## config.mk

```make
export PLATFORM = sky130hd
export DESIGN_NAME = rxq_filter_dma
export DESIGN_NICKNAME = d
export VERILOG_FILES = /design/src/rtl/rxq_pkg.sv /design/src/rtl/rxq_host_match.sv /design/src/rtl/rxq_buf_track.sv /design/src/rtl/rxq_irq_accum.sv /design/src/rtl/rxq_filter_dma.sv
export SDC_FILE = /design/constraint.sdc
export NUM_CORES = 1
export LEC_CHECK = 0
export BUFFER_PORTS_ARGS = -buffer_cell sky130_fd_sc_hd__buf_4
export CAP_MARGIN = 20
export CORE_ASPECT_RATIO = 0.6
export CORE_MARGIN = 5
export CORE_UTILIZATION = 65
export DETAILED_ROUTE_END_ITERATION = 6
export GPL_TIMING_DRIVEN = 0
export HOLD_SLACK_MARGIN = 0.02
export PLACE_DENSITY = 0.85
export REMOVE_ABC_BUFFERS = 1
export SKIP_CTS_REPAIR_TIMING = 1
export SLEW_MARGIN = 20
export SYNTH_ARGS = -nofsm -noshare
export SYNTH_HDL_FRONTEND = slang
export SYNTH_SLANG_ARGS = --single-unit
```

## constraint.sdc

```tcl
create_clock -name clk -period 6.41 [get_ports clk]
set_input_delay 0.9615 -clock clk [delete_from_list [all_inputs] [get_ports clk]]
set_output_delay 0.9615 -clock clk [all_outputs]
set_load 0.02 [all_outputs]
```

## src/rtl/rxq_pkg.sv

```systemverilog
package rxq_pkg;
  typedef enum logic [3:0] {
    ST_IDLE, ST_HDR_RD, ST_HDR_RX, ST_FILTER, ST_HEAD_RD, ST_MISS_RD,
    ST_MISS_WR, ST_DESC_RD, ST_DATA, ST_BUF_WR, ST_DRAIN, ST_NEXT_RD,
    ST_CMP_WR, ST_LEN_WR, ST_HEAD_WR, ST_MASK_RD
  } rxq_state_e;

  // descriptor word offsets
  localparam int unsigned D_BUFLEN = 0;
  localparam int unsigned D_BUFLO  = 1;
  localparam int unsigned D_BUFHI  = 2;
  localparam int unsigned D_PKTLEN = 4;
  localparam int unsigned D_CMPL   = 5;
  localparam int unsigned D_LINK   = 6;
  // control block word offsets
  localparam int unsigned C_HEAD   = 3;
  localparam int unsigned C_MASK   = 4;
  localparam int unsigned C_MISS   = 5;

  localparam logic [15:0] STAT_ODD   = 16'h0200;
  localparam logic [15:0] STAT_OVR   = 16'h0100;
  localparam logic [15:0] STAT_KEEP  = 16'hFF00;
  localparam logic [15:0] CMPL_FULL  = 16'h8000;
  localparam int unsigned MIN_BYTES  = 14;
endpackage

```

## src/rtl/rxq_host_match.sv

```systemverilog
module rxq_host_match #(
  parameter int DW = 16
) (
  input  logic          clk,
  input  logic          rst,
  input  logic          clr,
  input  logic          upd,
  input  logic          first,
  input  logic [DW-1:0] stored,
  input  logic [DW-1:0] rcvd,
  output logic          hit
);
  logic [DW-1:0] diff_q;
  logic          all_q;

  always_ff @(posedge clk) begin
    if (rst || clr) begin
      diff_q <= '0;
      all_q  <= 1'b0;
    end else if (upd) begin
      diff_q <= diff_q | (stored ^ rcvd);
      if (first) all_q <= stored[DW-1] | rcvd[DW-1];
    end
  end

  assign hit = all_q || (diff_q == '0);

  // a clear always leaves the comparator in the matching state
  assert_clear_matches_R1: assert property (@(posedge clk) disable iff (rst)
    clr |=> hit);
endmodule

```

## src/rtl/rxq_buf_track.sv

```systemverilog
module rxq_buf_track #(
  parameter int LW = 16
) (
  input  logic          clk,
  input  logic          rst,
  input  logic          clr,
  input  logic          load,
  input  logic [LW-1:0] len_bytes,
  input  logic          inc,
  input  logic          discard,
  input  logic          odd,
  output logic [LW-1:0] words,
  output logic          full,
  output logic          crc_used,
  output logic [LW-1:0] bytes,
  output logic [LW-1:0] cap_bytes
);
  logic [LW-1:0] cnt_q;
  logic [LW-1:0] cap_q;
  logic          crc_q;
  logic [LW:0]   round_up;

  assign round_up = {1'b0, len_bytes} + {{LW{1'b0}}, 1'b1};

  always_ff @(posedge clk) begin
    if (rst || clr) begin
      cnt_q <= '0;
      cap_q <= '0;
      crc_q <= 1'b0;
    end else begin
      if (load)    cap_q <= round_up[LW:1];
      if (inc)     cnt_q <= cnt_q + 1'b1;
      if (discard) crc_q <= 1'b1;
    end
  end

  assign words     = cnt_q;
  assign full      = (cnt_q == cap_q);
  assign crc_used  = crc_q;
  assign bytes     = {cnt_q[LW-2:0], 1'b0} - {{(LW-1){1'b0}}, odd};
  assign cap_bytes = {cap_q[LW-2:0], 1'b0};

  assert_no_overflow_R5: assert property (@(posedge clk) disable iff (rst)
    inc |-> (cnt_q < cap_q));
  assert_one_discard_R6: assert property (@(posedge clk) disable iff (rst)
    discard |-> (full && !crc_q));
endmodule

```

## src/rtl/rxq_irq_accum.sv

```systemverilog
module rxq_irq_accum #(
  parameter int MW = 16
) (
  input  logic          clk,
  input  logic          rst,
  input  logic          set_en,
  input  logic [MW-1:0] mask,
  output logic [MW-1:0] pend
);
  logic [MW-1:0] pend_q;

  always_ff @(posedge clk) begin
    if (rst)         pend_q <= '0;
    else if (set_en) pend_q <= pend_q | mask;
  end

  assign pend = pend_q;

  assert_irq_sticky_R12: assert property (@(posedge clk) disable iff (rst)
    1'b1 |=> ((pend_q & $past(pend_q)) == $past(pend_q)));
endmodule

```

## src/rtl/rxq_filter_dma.sv

```systemverilog
module rxq_filter_dma
  import rxq_pkg::*;
#(
  parameter int          AW         = 12,
  parameter int          HOST_WORDS = 3,
  parameter logic [AW-1:0] CB_BASE  = 12'h010
) (
  input  logic          clk,
  input  logic          rst,
  input  logic          rx_valid,
  input  logic [15:0]   rx_data,
  input  logic          rx_last,
  output logic          rx_ready,
  output logic          rx_hunt,
  output logic          rx_restart,
  output logic          mem_req,
  output logic          mem_we,
  output logic [AW-1:0] mem_addr,
  output logic [15:0]   mem_wdata,
  input  logic          mem_ack,
  input  logic [15:0]   mem_rdata,
  output logic [15:0]   irq_pend
);
  localparam int DW = 16;
  localparam int KW = $clog2(HOST_WORDS + 1) < 2 ? 2 : $clog2(HOST_WORDS + 1);

  rxq_state_e    state;
  logic [KW-1:0] k;
  logic [KW-1:0] hdr_idx;
  logic [DW-1:0] hdr [HOST_WORDS];
  logic [DW-1:0] host_w, buf_lo, miss_val, next_ptr, cmpl, pkt_len, wbuf;
  logic [AW-1:0] desc, buf_base;
  logic          skip_next, post_after;

  // submodule wires
  logic          m_hit, m_upd;
  logic          bt_load, bt_inc, bt_discard, bt_odd, bt_full, bt_crc;
  logic [DW-1:0] bt_words, bt_bytes, bt_cap_bytes;
  logic          irq_set;

  // word selection in the data phase
  logic          hdr_pending, word_avail, cur_is_status, data_evt, status_evt;
  logic [DW-1:0] cur_word;
  logic [31:0]   buf_full_addr;

  assign hdr_pending   = (hdr_idx < KW'(HOST_WORDS));
  assign cur_word      = hdr_pending ? hdr[hdr_idx] : rx_data;
  assign word_avail    = hdr_pending || rx_valid;
  assign cur_is_status = !hdr_pending && rx_last;
  assign data_evt      = (state == ST_DATA) && word_avail && !cur_is_status;
  assign status_evt    = (state == ST_DATA) && !hdr_pending && rx_valid && rx_last;
  assign buf_full_addr = {mem_rdata, buf_lo};

  assign m_upd      = (state == ST_HDR_RX) && rx_valid && !rx_last;
  assign bt_load    = (state == ST_DESC_RD) && mem_ack && (k == KW'(D_BUFLEN));
  assign bt_inc     = (state == ST_BUF_WR) && mem_ack;
  assign bt_discard = data_evt && bt_full && !bt_crc;
  assign bt_odd     = |(rx_data & STAT_ODD);
  assign irq_set    = (state == ST_MASK_RD) && mem_ack;

  rxq_host_match #(.DW(DW)) u_match (
    .clk(clk), .rst(rst), .clr(state == ST_IDLE), .upd(m_upd),
    .first(k == '0), .stored(host_w), .rcvd(rx_data), .hit(m_hit)
  );

  rxq_buf_track #(.LW(DW)) u_track (
    .clk(clk), .rst(rst), .clr(state == ST_IDLE), .load(bt_load),
    .len_bytes(mem_rdata), .inc(bt_inc), .discard(bt_discard), .odd(bt_odd),
    .words(bt_words), .full(bt_full), .crc_used(bt_crc), .bytes(bt_bytes),
    .cap_bytes(bt_cap_bytes)
  );

  rxq_irq_accum #(.MW(DW)) u_irq (
    .clk(clk), .rst(rst), .set_en(irq_set), .mask(mem_rdata), .pend(irq_pend)
  );

  // FIFO side
  assign rx_ready = (state == ST_HDR_RX) || (state == ST_DRAIN) ||
                    ((state == ST_DATA) && !hdr_pending);

  // memory request decode
  always_comb begin
    mem_req   = 1'b0;
    mem_we    = 1'b0;
    mem_addr  = '0;
    mem_wdata = '0;
    unique case (state)
      ST_HDR_RD:  begin mem_req = 1'b1; mem_addr = CB_BASE + AW'(k); end
      ST_HEAD_RD: begin mem_req = 1'b1; mem_addr = CB_BASE + AW'(C_HEAD); end
      ST_MISS_RD: begin mem_req = 1'b1; mem_addr = CB_BASE + AW'(C_MISS); end
      ST_MISS_WR: begin
        mem_req = 1'b1; mem_we = 1'b1;
        mem_addr = CB_BASE + AW'(C_MISS); mem_wdata = miss_val;
      end
      ST_DESC_RD: begin mem_req = 1'b1; mem_addr = desc + AW'(k); end
      ST_BUF_WR: begin
        mem_req = 1'b1; mem_we = 1'b1;
        mem_addr = buf_base + bt_words[AW-1:0]; mem_wdata = wbuf;
      end
      ST_NEXT_RD: begin mem_req = 1'b1; mem_addr = desc + AW'(D_LINK); end
      ST_CMP_WR: begin
        mem_req = 1'b1; mem_we = 1'b1;
        mem_addr = desc + AW'(D_CMPL); mem_wdata = cmpl;
      end
      ST_LEN_WR: begin
        mem_req = 1'b1; mem_we = 1'b1;
        mem_addr = desc + AW'(D_PKTLEN); mem_wdata = pkt_len;
      end
      ST_HEAD_WR: begin
        mem_req = 1'b1; mem_we = 1'b1;
        mem_addr = CB_BASE + AW'(C_HEAD); mem_wdata = next_ptr;
      end
      ST_MASK_RD: begin mem_req = 1'b1; mem_addr = CB_BASE + AW'(C_MASK); end
      default: ;
    endcase
  end

  // control sequence
  always_ff @(posedge clk) begin
    rx_hunt    <= 1'b0;
    rx_restart <= 1'b0;
    if (rst) begin
      state      <= ST_IDLE;
      k          <= '0;
      hdr_idx    <= '0;
      host_w     <= '0;
      buf_lo     <= '0;
      miss_val   <= '0;
      next_ptr   <= '0;
      cmpl       <= '0;
      pkt_len    <= '0;
      wbuf       <= '0;
      desc       <= '0;
      buf_base   <= '0;
      skip_next  <= 1'b0;
      post_after <= 1'b0;
      for (int i = 0; i < HOST_WORDS; i++) hdr[i] <= '0;
    end else begin
      unique case (state)
        ST_IDLE: begin
          k          <= '0;
          post_after <= 1'b0;
          if (rx_valid) begin
            if (skip_next) begin
              skip_next <= 1'b0;
              state     <= ST_DRAIN;
            end else begin
              state <= ST_HDR_RD;
            end
          end
        end
        ST_HDR_RD: if (mem_ack) begin
          host_w <= mem_rdata;
          state  <= ST_HDR_RX;
        end
        ST_HDR_RX: if (rx_valid) begin
          if (rx_last) begin
            if (|(rx_data & STAT_OVR)) begin
              rx_restart <= 1'b1;
              skip_next  <= 1'b1;
            end
            state <= ST_IDLE;
          end else begin
            hdr[k] <= rx_data;
            if (k == KW'(HOST_WORDS - 1)) begin
              state <= ST_FILTER;
            end else begin
              k     <= k + 1'b1;
              state <= ST_HDR_RD;
            end
          end
        end
        ST_FILTER: begin
          if (m_hit) begin
            state <= ST_HEAD_RD;
          end else begin
            rx_hunt <= 1'b1;
            state   <= ST_DRAIN;
          end
        end
        ST_HEAD_RD: if (mem_ack) begin
          if (mem_rdata == '0) begin
            state <= ST_MISS_RD;
          end else begin
            desc  <= mem_rdata[AW-1:0];
            k     <= '0;
            state <= ST_DESC_RD;
          end
        end
        ST_MISS_RD: if (mem_ack) begin
          miss_val <= mem_rdata + 1'b1;
          state    <= ST_MISS_WR;
        end
        ST_MISS_WR: if (mem_ack) begin
          rx_hunt <= 1'b1;
          state   <= ST_DRAIN;
        end
        ST_DESC_RD: if (mem_ack) begin
          if (k == KW'(D_BUFLO)) buf_lo <= mem_rdata;
          if (k == KW'(D_BUFHI)) begin
            buf_base <= buf_full_addr[AW-1:0];
            hdr_idx  <= '0;
            state    <= ST_DATA;
          end else begin
            k <= k + 1'b1;
          end
        end
        ST_DATA: begin
          if (data_evt) begin
            if (hdr_pending) hdr_idx <= hdr_idx + 1'b1;
            if (!bt_full) begin
              wbuf  <= cur_word;
              state <= ST_BUF_WR;
            end else if (bt_crc) begin
              cmpl       <= CMPL_FULL;
              pkt_len    <= bt_cap_bytes;
              post_after <= 1'b1;
              rx_hunt    <= 1'b1;
              state      <= ST_DRAIN;
            end
          end else if (status_evt) begin
            if (|(rx_data & STAT_OVR)) begin
              rx_restart <= 1'b1;
              skip_next  <= 1'b1;
            end
            if (bt_bytes < 16'(MIN_BYTES)) begin
              state <= ST_IDLE;
            end else begin
              cmpl    <= rx_data & STAT_KEEP;
              pkt_len <= bt_bytes;
              state   <= ST_NEXT_RD;
            end
          end
        end
        ST_BUF_WR: if (mem_ack) state <= ST_DATA;
        ST_DRAIN: if (rx_valid && rx_last) begin
          state <= post_after ? ST_NEXT_RD : ST_IDLE;
        end
        ST_NEXT_RD: if (mem_ack) begin
          next_ptr <= mem_rdata;
          state    <= ST_CMP_WR;
        end
        ST_CMP_WR:  if (mem_ack) state <= ST_LEN_WR;
        ST_LEN_WR:  if (mem_ack) state <= ST_HEAD_WR;
        ST_HEAD_WR: if (mem_ack) state <= ST_MASK_RD;
        ST_MASK_RD: if (mem_ack) state <= ST_IDLE;
        default: state <= ST_IDLE;
      endcase
    end
  end

  // a request keeps its address until the memory accepts it
  assert_req_hold_R1: assert property (@(posedge clk) disable iff (rst)
    (mem_req && !mem_ack) |=> (mem_req && $stable(mem_addr)));
  // the hunt command is a single-cycle pulse
  assert_hunt_pulse_R3: assert property (@(posedge clk) disable iff (rst)
    rx_hunt |=> !rx_hunt);
  // a restart always arms the drop of the following packet
  assert_restart_arms_skip_R11: assert property (@(posedge clk) disable iff (rst)
    rx_restart |-> skip_next);
  // the FIFO is never read while a memory request is outstanding
  assert_ready_excl_mem_R5: assert property (@(posedge clk) disable iff (rst)
    !(rx_ready && mem_req));
endmodule

```

After elaboration in Yosys (flattened, before gate mapping)
Memories as Yosys holds them, arrays and structs flattened. A register that Yosys moved wholly into a read port is not among the register bits.
Cells that the tools add are included.

operators by class
  add/subtract/negate cells = 12
  $lt $le $gt $ge = 2
  eq/ne operators = 47
  multiplexer cells = 89
  bitwise logic cells = 6
  reductions and logical operators = 52

operators with widths
  operator                                                                number
  16-bit 2-to-1 mux                                                       12
  12-bit one-hot mux with 9 select lines                                  1
  4-bit 2-to-1 mux                                                        23
  16-bit one-hot mux with 5 select lines                                  1
  4-bit one-hot mux with 16 select lines                                  1
  2-bit != test (second input constant)                                   23
  12-bit by 3-bit adder with 12-bit output (second input constant)        3
  16-bit by 1-bit adder with 16-bit output (second input constant)        2
  4-bit equality test (second input constant)                             8
  16-bit zero test                                                        2
  2-bit 2-to-1 mux                                                        16
  16-bit bitwise OR                                                       2
  1-bit 2-to-1 mux                                                        29
  16-bit by 1-bit adder with 17-bit output (second input constant)        1
  17-bit AND reduction                                                    1
  16-bit equality test                                                    1
  4-bit by 3-bit equality test with 1-bit output (second input constant)  4
  16-bit by 4-bit < comparator with 1-bit output (second input constant)  1
  16-bit OR reduction                                                     1
  16-bit by 1-bit subtractor with 16-bit output                           1
  16-bit bitwise XOR                                                      1
  1-bit logical AND                                                       15
  12-bit adder                                                            1
  12-bit by 2-bit adder with 12-bit output                                1
  other kinds (31)                                                        57

word-level totals
  flip-flop bits (word level) = 210
  bits in writable memories = 48
  bits of input ports = 37
  output and inout port bits = 49
  logic and storage cells = 231
  memories = 1

memories
  memory  words  width  read ports  clocked after memory_dff  write ports  RTL line              RTL
  hdr     3      16     1           1                         3            rxq_filter_dma.sv:30  logic [DW-1:0] hdr [HOST_WORDS];

Logic depth before layout (Yosys ltp)
  depth after elaboration = 9
  mapped depth = 14

Hierarchy
Synthesis repeated with hierarchy kept, for this count alone.

second synthesis, totals
  cells, all modules = 1584
  area, all modules = 14193.6 µm²

by module, submodules not included
  module          instances  cells each  area each (µm²)  seq. area each (µm²)
  rxq_filter_dma  1          1178        10681.5          4684.5
  rxq_buf_track   1          275         2244.7           660.6
  rxq_host_match  1          79          725.7            340.3
  rxq_irq_accum   1          52          541.8            320.3

Worst setup path before layout
Ideal clock, no wire load.

  path type = flip-flop to output port
  start point = reg state[3]
  end point = out mem_addr[5]
  arrival = 3.065 ns
  required time = 5.448 ns
  setup slack = 2.384 ns
  cell stages (with the launch flop) = 13
  path buffers = 3
  path through = dfxtp_1 > clkbuf_1 > clkbuf_1 > nand2_1 > nor3_1 > clkbuf_1 > nor2_1 > ha_1 > a21o_1 > a21oi_1 > nor2_1 > xor2_1 > a221o_1

between the ends
  cells in the longest elaborated chain, start to end = 3
  elaborated cells between the ends (all ways) = 14

ends and longest elaborated chain
  item                                                                                          RTL line               RTL
  start: declaration                                                                            rxq_filter_dma.sv:27   rxq_state_e state;
  start signal: assignment                                                                      rxq_filter_dma.sv:237  state <= post_after ? ST_NEXT_RD : ST_IDLE;
  4-bit equality test / 4-bit by 3-bit equality test with 1-bit output (equally long branches)  rxq_filter_dma.sv:87   unique case (state)
  2-bit OR reduction (no source line)                                                           n/a
  12-bit one-hot mux with 9 select lines *                                                      rxq_filter_dma.sv:87
  end: declaration                                                                              rxq_filter_dma.sv:18   output logic [AW-1:0] mem_addr,

Mark *: on every way between the ends. The rest lies on a longest branch, timed or not.

Worst setup path after layout
  start point = reg state[2]
  end point = out mem_addr[11]

The elaborated chain is that of the path after synthesis.

==> qor.yml <==
outcome:
  status: "complete, no violations"
sta:
  min_period_ns: 5.29
  rsz0062_at_grt: "false"
  slew_viol_final: 0
  worstMarginPinSlew_ns: 1.15
  fin_crit_sh_pct: 82.6
  fmax_mhz: 189
  hold_viol: 0
  slew-limit-headroom_pct: 23.5
  setup_viol: 0
  fin_ws_ns: 1.12
  finalSetupTns_ns: 0
  clock_skew_ns: 0.0189
worst_setup_path:
  start_kind: "register"
  regToRegEndpoint: "pkt_len[3]$_SDFFE_PP0P_"
  cp-end-kind: "output port"
  r2r_setup_slack_ns: 2.39
  r2r-start: "state[2]$_SDFFE_PP0P_"
  worstPathRequired_ns: 5.45
  crit_start: "state[2]$_SDFFE_PP0P_"
  worstSetupEndpoint: "mem_addr[11]"
  path_class: "register to output port"
  cp_max_fo: 31
  critPathArrivalTime_ns: 4.33
  reg2regPathDepth: 8
placed_design:
  gp_congestion: 0.948
  post-place-ws_ns: 1.81
  port_buffers: 85
  hpwlAfterDp_mm: 27.7
yosys:
  synth-seq-cells: 267
  synth-compound-area-share_pct: 17.1
  synthMuxAreaShare_pct: 5.31
  synth_xor_xnor_area_share_pct: 5.54
  syn-cell-area_um2: 13400
  synth_top_family_by_area: "simple AND/OR/NAND/NOR gates"
  yosys.area.top_type: "dfxtp_1"
  ys.flop_type: "dfxtp_1"
  yosysTopAreaCellShare_pct: 30.2
  synthSimpleGateAreaFrac_pct: 20.2
  synthArstFlopShare_pct: 0
  yosys_warnings: 0
  synth.most_common_cell: "dfxtp_1"
  postSynthAreaPerCell_um2: 8.79
  yosys-top-cells-count: "dfxtp_1 (203), nand2_1 (198), nor2_1 (169), a21oi_1 (165), clkbuf_1 (112)"
  netlist_instances: 1530
  ys_top_cells_by_area: "dfxtp_1 (30%), edfxtp_1 (14%), a21oi_1 (6.1%)"
  yosysSeqAreaShare_pct: 44.5
  synthAdderAreaFrac_pct: 3.00
  synth_edf_count: 64
  yosysUniqueCellTypes: 74
cts:
  clkTransAtPathRegs_ns: 0.07
  numClockSinks: 267
  cts_tree: "done"
  insertion_delay_ns: 0.53
  clockBufferDepth: 3
  cts_root_buf: "clkbuf_16"
  h-tree-depth: 1
  cts_made_buffers: 24
min_path:
  worstHoldPathType: "register to register"
  hp-start: "buf_lo[10]$_SDFFE_PP0P_"
drt:
  route.detailed.drc: 0
  vias: 12200
  avgRoutedWirePerCell_um: 22.3
  detail_route.wirelength_mm: 40.4
  drt_pass1_iterations: 6
  via_per_inst: 6.71
  drt_iter0_markers: 1969
  ant_nets: 0
layout:
  seq_area_um2: 5990
  syn2layout_area_growth_pct: 11.0
  fill_cells: 1454
  antenna_cells: 0
  nets: 1591
  post_route_cells_drive_above_1_share_pct: 11.5
  multi_input_area_um2: 6940
grt:
  antenna_found_initial: 1
  grt_pass1_wl_mm: 62.0
  grt_overflow: 0
  grt_max_degree: 122
  first_global_vias: 11000
  grt_use_total_pct: 32.8
floorplan:
  initial_core_util_pct: 66.7
  ios: 86
  die-width_um: 196
  rows: 40
  die-area_um2: 23800
  die_h_um: 121
  coreArea_um2: 20200
run:
  max-cap-violations: 0
power_and_ir_drop:
  power-per-cell-area_nw_per_um2: 292
  p_leak_nw: 5.83
  vdd_ir_drop_max_v: 0.000222
[per-layer routing]
metal / vias to the layer above / GRT usage, % / routed length (um)
li1: 5421 / - / -
met1: 5802 / 49.5 / 16900
met2: 826 / 46.2 / 16700
met3: 97 / 9.49 / 5760
met4: 4 / 8.37 / 999
met5: - / 0 / 28
[state kept, by name (all words and copies together), names as in the netlist, 7 cells and up, named ones only]
signal	count
cmpl	7
miss_val	16
u_irq.pend	16
u_match.diff_q	16
next_ptr	16
buf_lo	12
hdr	64
desc	12
host_w	16
wbuf	16
u_track.words	16
pkt_len	16
u_track.cap_q	16
buf_base	12
[where the power goes]
part,internal (W),switching (W)
logic,0.000353,0.000580
clock network,0.000851,0.000638
registers,0.00180,0.000141
total,0.00300,0.00136
[worst min path at each step]
stage	cells after the start	end	slack [ns]
after global routing	2	buf_base[0]$_SDFFE_PP0P_	0.47
final	2	buf_base[10]$_SDFFE_PP0P_	0.45
after global placement	2	buf_base[5]$_SDFFE_PP0P_	0.44
after detailed placement	2	buf_base[2]$_SDFFE_PP0P_	0.44
after CTS	2	buf_base[2]$_SDFFE_PP0P_	0.45
after floorplan	2	buf_base[0]$_SDFFE_PP0P_	0.43
[cells in the final DEF (no fill, tap or decap), drive strengths merged, types with 6 or more instances in the layout]
cell,n
a211o,13
a211oi,31
a21o,12
a21oi,166
a222oi,8
a22o,7
a22oi,29
a31oi,6
and3,60
buf,95
clkbuf,32
clkinv,6
dfxtp,203
edfxtp,64
ha,29
inv,22
mux2i,32
mux4,16
nand2,199
nand2b,21
nand3,47
nand4,12
nor2,169
nor2b,13
nor3,19
nor4,16
o21ai,35
o221ai,6
o22ai,6
or3,10
xnor2,41
xor2,44
[cell families after synthesis]
logic type	count (synthesis)
adders and majority gates	31
xor gates and xnor gates	85
buffers and inverters	149
AOI/OAI and AO/OA	359
muxes	51
DFF	267
and+or+nand+nor	588
[cell type report]
| type | instances | area share [%] |
|---|---|---|
| clock buffers | 32 | 4.44 |
| clock inverters | 10 | 0.897 |
| inverters | 21 | 0.528 |
| multi-input cells | 1114 | 46.5 |
| flip-flops and latches | 267 | 40.1 |
| well taps | 273 | 2.29 |
| repair buffers | 95 | 5.29 |
[stage by stage]
stage	hold WS [ns]	power [W]	utilization [%]	cells	instance area (um2)
finish	0.453	0.00436	74.0	1812	14900
global placement	0.438	0.00280	69.0	1760	13900
floorplan	0.426	0.00251	-	1402	12900
global route	0.469	0.00451	74.0	1812	14900
detailed placement	0.444	0.00286	70.0	1769	14100
CTS	0.453	0.00431	73.9	1811	14900
[worst max-delay path: stages, from the launching register on]
cell     delay (ns)
dfxtp_1        1.08
nand2_1        0.38
nor3_2         0.34
nor2_1         0.13
ha_1           0.29
a21o_1         0.18
a21oi_1        0.53
inv_1          0.10
a21oi_1        0.22
nor3_1         0.08
a21oi_1        0.10
o21ai_1        0.15
buf_4          0.21
No activity file was read; power rests on OpenSTA's default activity.
